==> config.mk <==
export PLATFORM = sky130hd
export DESIGN_NAME = scanline_timer
export DESIGN_NICKNAME = d
export VERILOG_FILES = /design/src/rtl/scanline_pkg.sv /design/src/rtl/scanline_phase_fsm.sv /design/src/rtl/scanline_line_ctr.sv /design/src/rtl/scanline_cfg_reg.sv /design/src/rtl/scanline_timer.sv
export SDC_FILE = /design/constraint.sdc
export NUM_CORES = 1
export LEC_CHECK = 0
export ABC_AREA = 1
export BUFFER_PORTS_ARGS = -buffer_cell sky130_fd_sc_hd__buf_2
export CORE_MARGIN = 2
export CORE_UTILIZATION = 48
export DETAILED_ROUTE_END_ITERATION = 10
export PLACE_DENSITY = 0.76
export SKIP_CTS_REPAIR_TIMING = 1
export SLEW_MARGIN = 25
export SYNTH_ARGS = -nofsm -noshare
export SYNTH_HDL_FRONTEND = slang
export SYNTH_HIERARCHICAL = 1
export SYNTH_SLANG_ARGS = --single-unit
==> constraint.sdc <==
create_clock -name clk -period 1.7 [get_ports clk]
set_input_delay 0.085 -clock clk [delete_from_list [all_inputs] [get_ports clk]]
set_output_delay 0.085 -clock clk [all_outputs]
set_load 0.005 [all_outputs]
==> src/rtl/scanline_pkg.sv <==
package scanline_pkg;
    typedef enum logic [0:0] {
        PH_DRAW   = 1'b0,
        PH_HBLANK = 1'b1
    } phase_t;

    // Settings/status register bit positions
    localparam int FLD_HBL = 0;
    localparam int FLD_VBL = 1;
    localparam int FLD_MT  = 2;
    localparam int FLD_HEN = 3;
    localparam int FLD_VEN = 4;
    localparam int FLD_MEN = 5;
    localparam int FLD_TGT = 6;
    localparam int N_EN    = 3;
endpackage

==> src/rtl/scanline_phase_fsm.sv <==
module scanline_phase_fsm
    import scanline_pkg::*;
#(
    parameter int DRAW_CYC   = 960,
    parameter int HBLANK_CYC = 272
) (
    input  logic clk,
    input  logic rst,
    input  logic hblank_en,
    output logic hblank_flag,
    output logic line_start,
    output logic hblank_end,
    output logic hblank_irq,
    output logic hblank_dma
);
    localparam int MAX_CYC = (DRAW_CYC > HBLANK_CYC) ? DRAW_CYC : HBLANK_CYC;
    localparam int CYC_W   = $clog2(MAX_CYC + 1);
    localparam logic [CYC_W-1:0] DRAW_LAST = CYC_W'(DRAW_CYC - 1);
    localparam logic [CYC_W-1:0] HBL_LAST  = CYC_W'(HBLANK_CYC - 1);

    phase_t           state, state_nx;
    logic [CYC_W-1:0] cyc;
    logic             draw_end;
    logic             phase_done;

    // State register and cycle counter
    always_ff @(posedge clk) begin
        if (rst) begin
            state <= PH_DRAW;
            cyc   <= '0;
        end else begin
            state <= state_nx;
            cyc   <= phase_done ? '0 : cyc + 1'b1;
        end
    end

    // Next-state logic
    always_comb begin
        state_nx = state;
        unique case (state)
            PH_DRAW:   if (draw_end)   state_nx = PH_HBLANK;
            PH_HBLANK: if (hblank_end) state_nx = PH_DRAW;
            default:   state_nx = PH_DRAW;
        endcase
    end

    // Outputs decoded from state
    always_comb begin
        draw_end    = (state == PH_DRAW)   && (cyc == DRAW_LAST);
        hblank_end  = (state == PH_HBLANK) && (cyc == HBL_LAST);
        phase_done  = draw_end || hblank_end;
        hblank_flag = (state == PH_HBLANK);
        line_start  = (state == PH_DRAW) && (cyc == '0);
    end

    // Pulses land in the first blanking cycle, aligned with the flag
    always_ff @(posedge clk) begin
        if (rst) begin
            hblank_irq <= 1'b0;
            hblank_dma <= 1'b0;
        end else begin
            hblank_irq <= draw_end && hblank_en;
            hblank_dma <= draw_end;
        end
    end
endmodule

==> src/rtl/scanline_line_ctr.sv <==
module scanline_line_ctr #(
    parameter int LINES     = 228,
    parameter int VIS_LINES = 160,
    parameter int LINE_W    = $clog2(LINES)
) (
    input  logic              clk,
    input  logic              rst,
    input  logic              step,
    input  logic [LINE_W-1:0] target,
    input  logic              vblank_en,
    input  logic              match_en,
    output logic [LINE_W-1:0] line_num,
    output logic              vblank_flag,
    output logic              match_flag,
    output logic              vblank_irq,
    output logic              vblank_dma,
    output logic              match_irq
);
    localparam logic [LINE_W-1:0] LINE_LAST = LINE_W'(LINES - 1);
    localparam logic [LINE_W-1:0] VBL_FIRST = LINE_W'(VIS_LINES);

    logic [LINE_W-1:0] line_nx;
    logic              hit;

    always_comb begin
        line_nx = (line_num == LINE_LAST) ? '0 : line_num + 1'b1;
        hit     = (line_nx == target);
    end

    always_ff @(posedge clk) begin
        if (rst) begin
            line_num    <= '0;
            vblank_flag <= 1'b0;
            match_flag  <= 1'b0;
            vblank_irq  <= 1'b0;
            vblank_dma  <= 1'b0;
            match_irq   <= 1'b0;
        end else begin
            vblank_irq <= 1'b0;
            vblank_dma <= 1'b0;
            match_irq  <= 1'b0;
            if (step) begin
                line_num   <= line_nx;
                match_flag <= hit;
                match_irq  <= hit && match_en;
                if (line_nx == VBL_FIRST) begin
                    vblank_flag <= 1'b1;
                    vblank_irq  <= vblank_en;
                    vblank_dma  <= 1'b1;
                end else if (line_nx == LINE_LAST) begin
                    vblank_flag <= 1'b0;
                end
            end
        end
    end
endmodule

==> src/rtl/scanline_cfg_reg.sv <==
module scanline_cfg_reg
    import scanline_pkg::*;
#(
    parameter int LINE_W = 8
) (
    input  logic                    clk,
    input  logic                    rst,
    input  logic                    we,
    input  logic [LINE_W+N_EN-1:0]  wdata,
    output logic [LINE_W-1:0]       target,
    output logic [N_EN-1:0]         en
);
    // wdata[N_EN-1:0] carry the enables, the rest the target line
    for (genvar i = 0; i < N_EN; i++) begin : g_en
        always_ff @(posedge clk) begin
            if (rst)     en[i] <= 1'b0;
            else if (we) en[i] <= wdata[i];
        end
    end

    always_ff @(posedge clk) begin
        if (rst)     target <= '0;
        else if (we) target <= wdata[LINE_W+N_EN-1:N_EN];
    end
endmodule

==> src/rtl/scanline_timer.sv <==
module scanline_timer
    import scanline_pkg::*;
#(
    parameter  int DRAW_CYC   = 960,
    parameter  int HBLANK_CYC = 272,
    parameter  int LINES      = 228,
    parameter  int VIS_LINES  = 160,
    localparam int LINE_W     = $clog2(LINES),
    localparam int REG_W      = LINE_W + FLD_TGT
) (
    input  logic              clk,
    input  logic              rst,
    input  logic              cfg_we,
    input  logic [REG_W-1:0]  cfg_wdata,
    output logic [REG_W-1:0]  cfg_rdata,
    output logic [LINE_W-1:0] line_num,
    output logic              line_start,
    output logic              hblank_flag,
    output logic              vblank_flag,
    output logic              match_flag,
    output logic              hblank_irq,
    output logic              vblank_irq,
    output logic              match_irq,
    output logic              hblank_dma,
    output logic              vblank_dma
);
    logic [LINE_W-1:0] target;
    logic [N_EN-1:0]   en;
    logic              hblank_end;
    logic              unused_ro_bits;

    assign unused_ro_bits = ^cfg_wdata[FLD_HEN-1:0];

    scanline_cfg_reg #(.LINE_W(LINE_W)) u_cfg (
        .clk    (clk),
        .rst    (rst),
        .we     (cfg_we),
        .wdata  (cfg_wdata[REG_W-1:FLD_HEN]),
        .target (target),
        .en     (en)
    );

    scanline_phase_fsm #(.DRAW_CYC(DRAW_CYC), .HBLANK_CYC(HBLANK_CYC)) u_fsm (
        .clk         (clk),
        .rst         (rst),
        .hblank_en   (en[FLD_HEN-FLD_HEN]),
        .hblank_flag (hblank_flag),
        .line_start  (line_start),
        .hblank_end  (hblank_end),
        .hblank_irq  (hblank_irq),
        .hblank_dma  (hblank_dma)
    );

    scanline_line_ctr #(.LINES(LINES), .VIS_LINES(VIS_LINES), .LINE_W(LINE_W)) u_line (
        .clk         (clk),
        .rst         (rst),
        .step        (hblank_end),
        .target      (target),
        .vblank_en   (en[FLD_VEN-FLD_HEN]),
        .match_en    (en[FLD_MEN-FLD_HEN]),
        .line_num    (line_num),
        .vblank_flag (vblank_flag),
        .match_flag  (match_flag),
        .vblank_irq  (vblank_irq),
        .vblank_dma  (vblank_dma),
        .match_irq   (match_irq)
    );

    always_comb begin
        cfg_rdata          = '0;
        cfg_rdata[FLD_HBL] = hblank_flag;
        cfg_rdata[FLD_VBL] = vblank_flag;
        cfg_rdata[FLD_MT]  = match_flag;
        cfg_rdata[FLD_MEN:FLD_HEN] = en;
        cfg_rdata[REG_W-1:FLD_TGT] = target;
    end
endmodule

Word-level counts from Yosys, hierarchy flattened --
Index checks and enable logic that the tools add are counted. W data, S select, Z words.
Word-level totals: register bits 37, word-level logic and storage cells 44
Cells by class: add/sub/neg operators 2, eq/ne operators 6, mux-type cells 7, bitwise gates (word level) 3, reduce and logical (&&, ||, !) cells 12
Operator list (count):
- $eq A8 B8 Y1 const B | 3
- $add A10 B1 Y10 const B | 1
- $eq A10 B10 Y1 const B | 1
- $eq A10 B9 Y1 const B | 1
- $logic_not A10 Y1 | 1
- $add A8 B1 Y8 const B | 1
- $eq A8 B8 Y1 | 1
- $mux W8 | 1
- $logic_and A1 B1 Y1 | 5
- $mux W1 | 5
- $reduce_or A2 Y1 | 2
- $not A1 Y1 | 3
- $reduce_or A3 Y1 | 1
- $pmux W1 S2 | 1
- $reduce_and A2 Y1 | 1
- $reduce_bool A2 Y1 | 1
- $logic_or A1 B1 Y1 | 1

Longest topological paths before layout --
depth in word-level cells 5, gate-level depth with buffers 11, gate-level depth less buffers 11

By module --
The synthesis kept the hierarchy.
Modules (own cells, without submodules):
- scanline_line_ctr | instances 1, cells each 124, area an instance 808.3 um^2, sequential area each 260.2 um^2
- scanline_phase_fsm | instances 1, cells each 85, area an instance 651.9 um^2, sequential area each 260.2 um^2
- scanline_cfg_reg | instances 1, cells each 70, area an instance 457.9 um^2, sequential area each 220.2 um^2
- scanline_timer | instances 1, cells each 3, area an instance 22.5 um^2, sequential area each 0.0 um^2

Worst setup path before layout --
Ideal clock, no wire load.
kind register to register, start register u_fsm.cyc[0], end register u_line.match_irq, library setup time 64 ps, arrival 1709 ps, setup slack -73 ps, stages on the path, launching flop included 10, clock period less this slack 1773 ps, path through dfxtp_1 ha_1 nand3_4 nor2_2 nand3_2 inv_1 clkbuf_1 clkbuf_1 nand3_1 nor2_1
On the way: word-level cells in the longest chain between the ends 4
Ends and longest elaborated chain:
- start, declared | line scanline_phase_fsm.sv:22 | logic [CYC_W-1:0] cyc;
- start signal, assigned | line scanline_phase_fsm.sv:33 | cyc <= phase_done ? '0 : cyc + 1'b1;
- $eq A10 B9 Y1 | line scanline_phase_fsm.sv:50 | hblank_end = (state == PH_HBLANK) && (cyc == HBL_LAST);
- $logic_and A1 B1 Y1 | line scanline_phase_fsm.sv:50
- net hblank_end | line scanline_timer.sv:29 | logic hblank_end;
- $not A1 Y1 (no source line)
- $reduce_or A2 Y1 (no source line)
- end signal, assigned | line scanline_line_ctr.sv:45 | match_irq <= hit && match_en;
- end, declared | line scanline_line_ctr.sv:17 | output logic match_irq
The timed path passes the listed nets, and every way through them passes these cells. A chain may end at the register's enable or synchronous reset.

Worst setup path after layout --
start register u_line.line_num[0], end register u_line.match_flag
On the way: word-level cells in the longest chain between the ends 3, elaborated cells between the ends (all ways) 4, those cells by class add/sub (1); eq/ne (2); mux (1)
Ends and longest elaborated chain:
- start, declared | line scanline_line_ctr.sv:12 | output logic [LINE_W-1:0] line_num,
- start signal, assigned | line scanline_line_ctr.sv:43 | line_num <= line_nx;
- $add A8 B1 Y8 / $eq A8 B8 Y1 (equally long branches) | line scanline_line_ctr.sv:26 | line_nx = (line_num == LINE_LAST) ? '0 : line_num + 1'b1;
- $mux W8 * | line scanline_line_ctr.sv:26
- $eq A8 B8 Y1 * | line scanline_line_ctr.sv:27 | hit = (line_nx == target);
- end signal, assigned | line scanline_line_ctr.sv:44 | match_flag <= hit;
- end, declared | line scanline_line_ctr.sv:14 | output logic match_flag,
Every way passes the cells marked *; elsewhere a longest branch is shown, timed or not.

==> results by group <==
Run status
  • Status: finished clean

Die
  • Initial Util: 49.2%
  • Height of the chip: between 60 and 70 um
  • Die width: 67.6 um
  • Core region area: 3940 um^2
  • Io pins: 48
  • Full die area: 4570 um^2
  • Rows: 23

Placement
  • HPWL after DPL: roughly 3.1 mm
  • Routability cong.: 0.842
  • Port-buffer cells: 44

Clocking
  • Clk root buf: clkbuf_8
  • CTS tree: built
  • Clock latency on the worst-skew pair: 0.28 ns
  • H-tree levels: 2
  • Inserted Clock Buffers: 5
  • Clock transition at path regs: 0.07 ns
  • Clk buf depth: 2
  • Num Clock Sinks: 37

Worst setup path
  • Worst R2R Start: u_line/line_num[0]
  • Setup CP Type: reg2reg
  • Crit-path cells: buf_4 > inv_1 > ha_1 > xor2_1 > nand2_1 > nor2_1 > nand3_2 > a21oi_2
  • Crit path max-delay family: flip-flops
  • Reg2reg end: u_line/match_flag
  • Worst Setup Start Kind: flip-flop
  • Worst setup EP type: flip-flop
  • Buf/Inv on CP: 2
  • CP Max Fanout: 5
  • CP Data Required Time: approximately 1.9 ns
  • CP max stage delay: 0.38 ns
  • CP arrival: 1.83 ns
  • Slowest-stage cell, CP: dfxtp_1
  • R2R depth: 8
  • Reg2Reg Setup Slack: 0.09 ns

Drt
  • Vias per cell: 4.72
  • First DRT Iteration DRCs: 116
  • Per-cell routed wire length: 10.5 um
  • Routed met2 length: roughly 1.8 mm
  • Via count: 1,798
  • Routed Antenna Nets: 0
  • Drt total wl: 4.01 mm
  • DR top layer: met4
  • Met3 WL: between 150 and 200 um
  • Pre-antenna DRT Iters: 4
  • Met1 wire length: a little over 2 mm
  • # DRC: 0

Power and ir drop
  • Pwr Density: roughly 700 nW/um^2
  • Static Leak: 1.17 nW
  • Total power: 1.64 mW
  • Worst vdd ir: 574 uV

Synthesis
  • Ys Warns: 6
  • Post-Syn Area: 1940 um^2
  • Syn_area_per_cell: approximately 6.9 um^2
  • Net Count, Synth: around 300
  • Synth unique cells: 27
  • Syn Inst Count: 282
  • Seq cells post-synth: 37
  • Seq/Total Area, Yosys: between 30% and 40%

Layout
  • Nets: around 350
  • Utilization after layout: 59.0%
  • Multi-input logic area: 1010 um^2
  • Area grow syn2layout: 19.9%
  • Fill cells: 369
  • Commonest non-fill, non-tap cells in the layout: 69 x nand2_1, 45 x nor2_1, 44 x buf_2, 41 x inv_1, 34 x dfxtp_1
  • Commonest non-fill, non-tap cell in the layout: nand2_1
  • # diodes: 0
  • Sequential cell area: 744 um^2
  • Share of cells above drive strength 1: about a quarter

Worst hold path
  • Hold EP: u_cfg/target[1]
  • Worst Hold Class: in2reg
  • Worst Hold Launch: cfg_wdata[7]
  • Hold Crit Depth: 5

Timing
  • Final period util: 94.5%
  • Least-Margin Pin Slew: 0.350 ns
  • RSZ-0062 raised after global routing: no
  • WHS: 0.0836 ns
  • TNS Setup: 0 ns
  • Max Slew Vio Count: 0
  • Fmax achieved: 622 MHz
  • Final min period: 1.61 ns
  • Relative slew slack: 76.7%
  • Fin. Hold Viols: 0
  • # setup viols final: 0
  • Clock Skews: 0.00464 ns

GRT
  • First-pass GRT wire length: 6.53 mm
  • Initial antenna violation count: 0
  • GRT Residual Overflow: 0
  • Largest net degree at the start of global routing: 23
  • GRT Total Usage: 19.1%
  • Vias in the first global route: around 1,500

Run
  • Max-Cap Viols: 0
==> logic make-up after synthesis <==
kind of cell / after synthesis / share of synthesized area (%)
xor gates and xnor gates: 7 / 3.16
and+or+nand+nor: 160 / 38.4
buffers and inverters: 53 / 11.7
AOI/OAI and AO/OA: 21 / 6.06
DFF: 37 / 38.2
adders and majority gates: 4 / 2.58
==> layout make-up <==
class / instances / area share, %
clock buffer: 6 / 3.12
clock inverter: 2 / 0.430
inverter: 44 / 7.10
sequential: 37 / 32.0
tap: 50 / 2.69
timing repair buffer: 50 / 11.4
multi-input combinational: 192 / 43.2
==> cell usage after synthesis <==
cell	n	area share (%)
o21bai_1	1	0.39
nand3_1	15	3.9
ha_1	4	2.6
a21oi_2	1	0.45
nand2_1	69	13
xnor2_1	3	1.4
or2_1	1	0.32
nor2_2	6	1.9
dfxtp_1	37	38
buf_6	2	1.2
nand3b_1	1	0.39
nor3_1	2	0.52
buf_4	3	1.2
xor2_1	4	1.8
o21ai_0	9	2.3
nor2_1	46	8.9
o21bai_2	1	0.58
nand3_2	5	2.6
clkbuf_1	3	0.58
inv_2	1	0.19
nor2_4	1	0.58
nand4_1	11	3.5
a21oi_1	9	2.3
inv_1	43	8.3
nand3_4	2	1.8
buf_2	1	0.26
nand2_4	1	0.58
==> report_power, final <==
| group | switching (mW) | internal (mW) |
|---|---|---|
| combinational | 0.0787 | 0.0648 |
| clock | 0.296 | 0.284 |
| sequential | 0.0267 | 0.892 |
| total | 0.402 | 1.24 |
==> worst max-delay path by stage <==
stage	slack (ns)	to	from	cells after the start
floorplan	0.02	u_line/match_irq	u_fsm/cyc[0]	9
global placement	0.11	u_line/vblank_irq	u_fsm/cyc[1]	9
detailed placement	0.04	u_line/vblank_irq	u_fsm/cyc[1]	9
CTS	0.02	u_line/vblank_irq	u_fsm/cyc[1]	9
global route	0.008	u_line/vblank_irq	u_fsm/cyc[1]	9
finish	0.09	u_line/match_flag	u_line/line_num[0]	8
==> per-stage QoR <==
| step | worst slack [ns] | cells | cell area (um^2) |
|---|---|---|---|
| after floorplan | 0.0234 | 282 | 1940 |
| after global placement | 0.108 | 373 | 2210 |
| after detailed placement | 0.0447 | 373 | 2210 |
| after CTS | 0.0206 | 381 | 2290 |
| after global routing | 0.00833 | 381 | 2330 |
| final | 0.0934 | 381 | 2330 |
==> metal layers <==
layer	track usage (%)	vias up
li1	-	969
met1	26.1	787
met2	27.8	40
met3	6.50	2
met4	6.63	0
met5	0	-
==> flip-flops by register name (all words and copies together), names as in the netlist <==
name and count:
u_line/match_irq 1, u_line/line_num 8, u_cfg/en 3, u_line/vblank_irq 1, u_line/vblank_dma 1, u_line/vblank_flag 1
u_line/match_flag 1, u_cfg/target 8, u_fsm/cyc 10, u_fsm/hblank_dma 1, u_fsm/hblank_flag 1, u_fsm/hblank_irq 1
==> worst reg2reg max path: cells and delay by family (launching register included) <==
kind | cells | cell delay (ns)
flip-flops | 1 | 0.38
AO/OA/AOI/OAI | 1 | 0.11
buffers and inverters | 2 | 0.23
XOR/XNOR | 1 | 0.17
adder cells (fa/ha/maj) | 1 | 0.32
AND/OR/NAND/NOR | 3 | 0.33
Note: power is estimated with default switching activity, not from simulation.
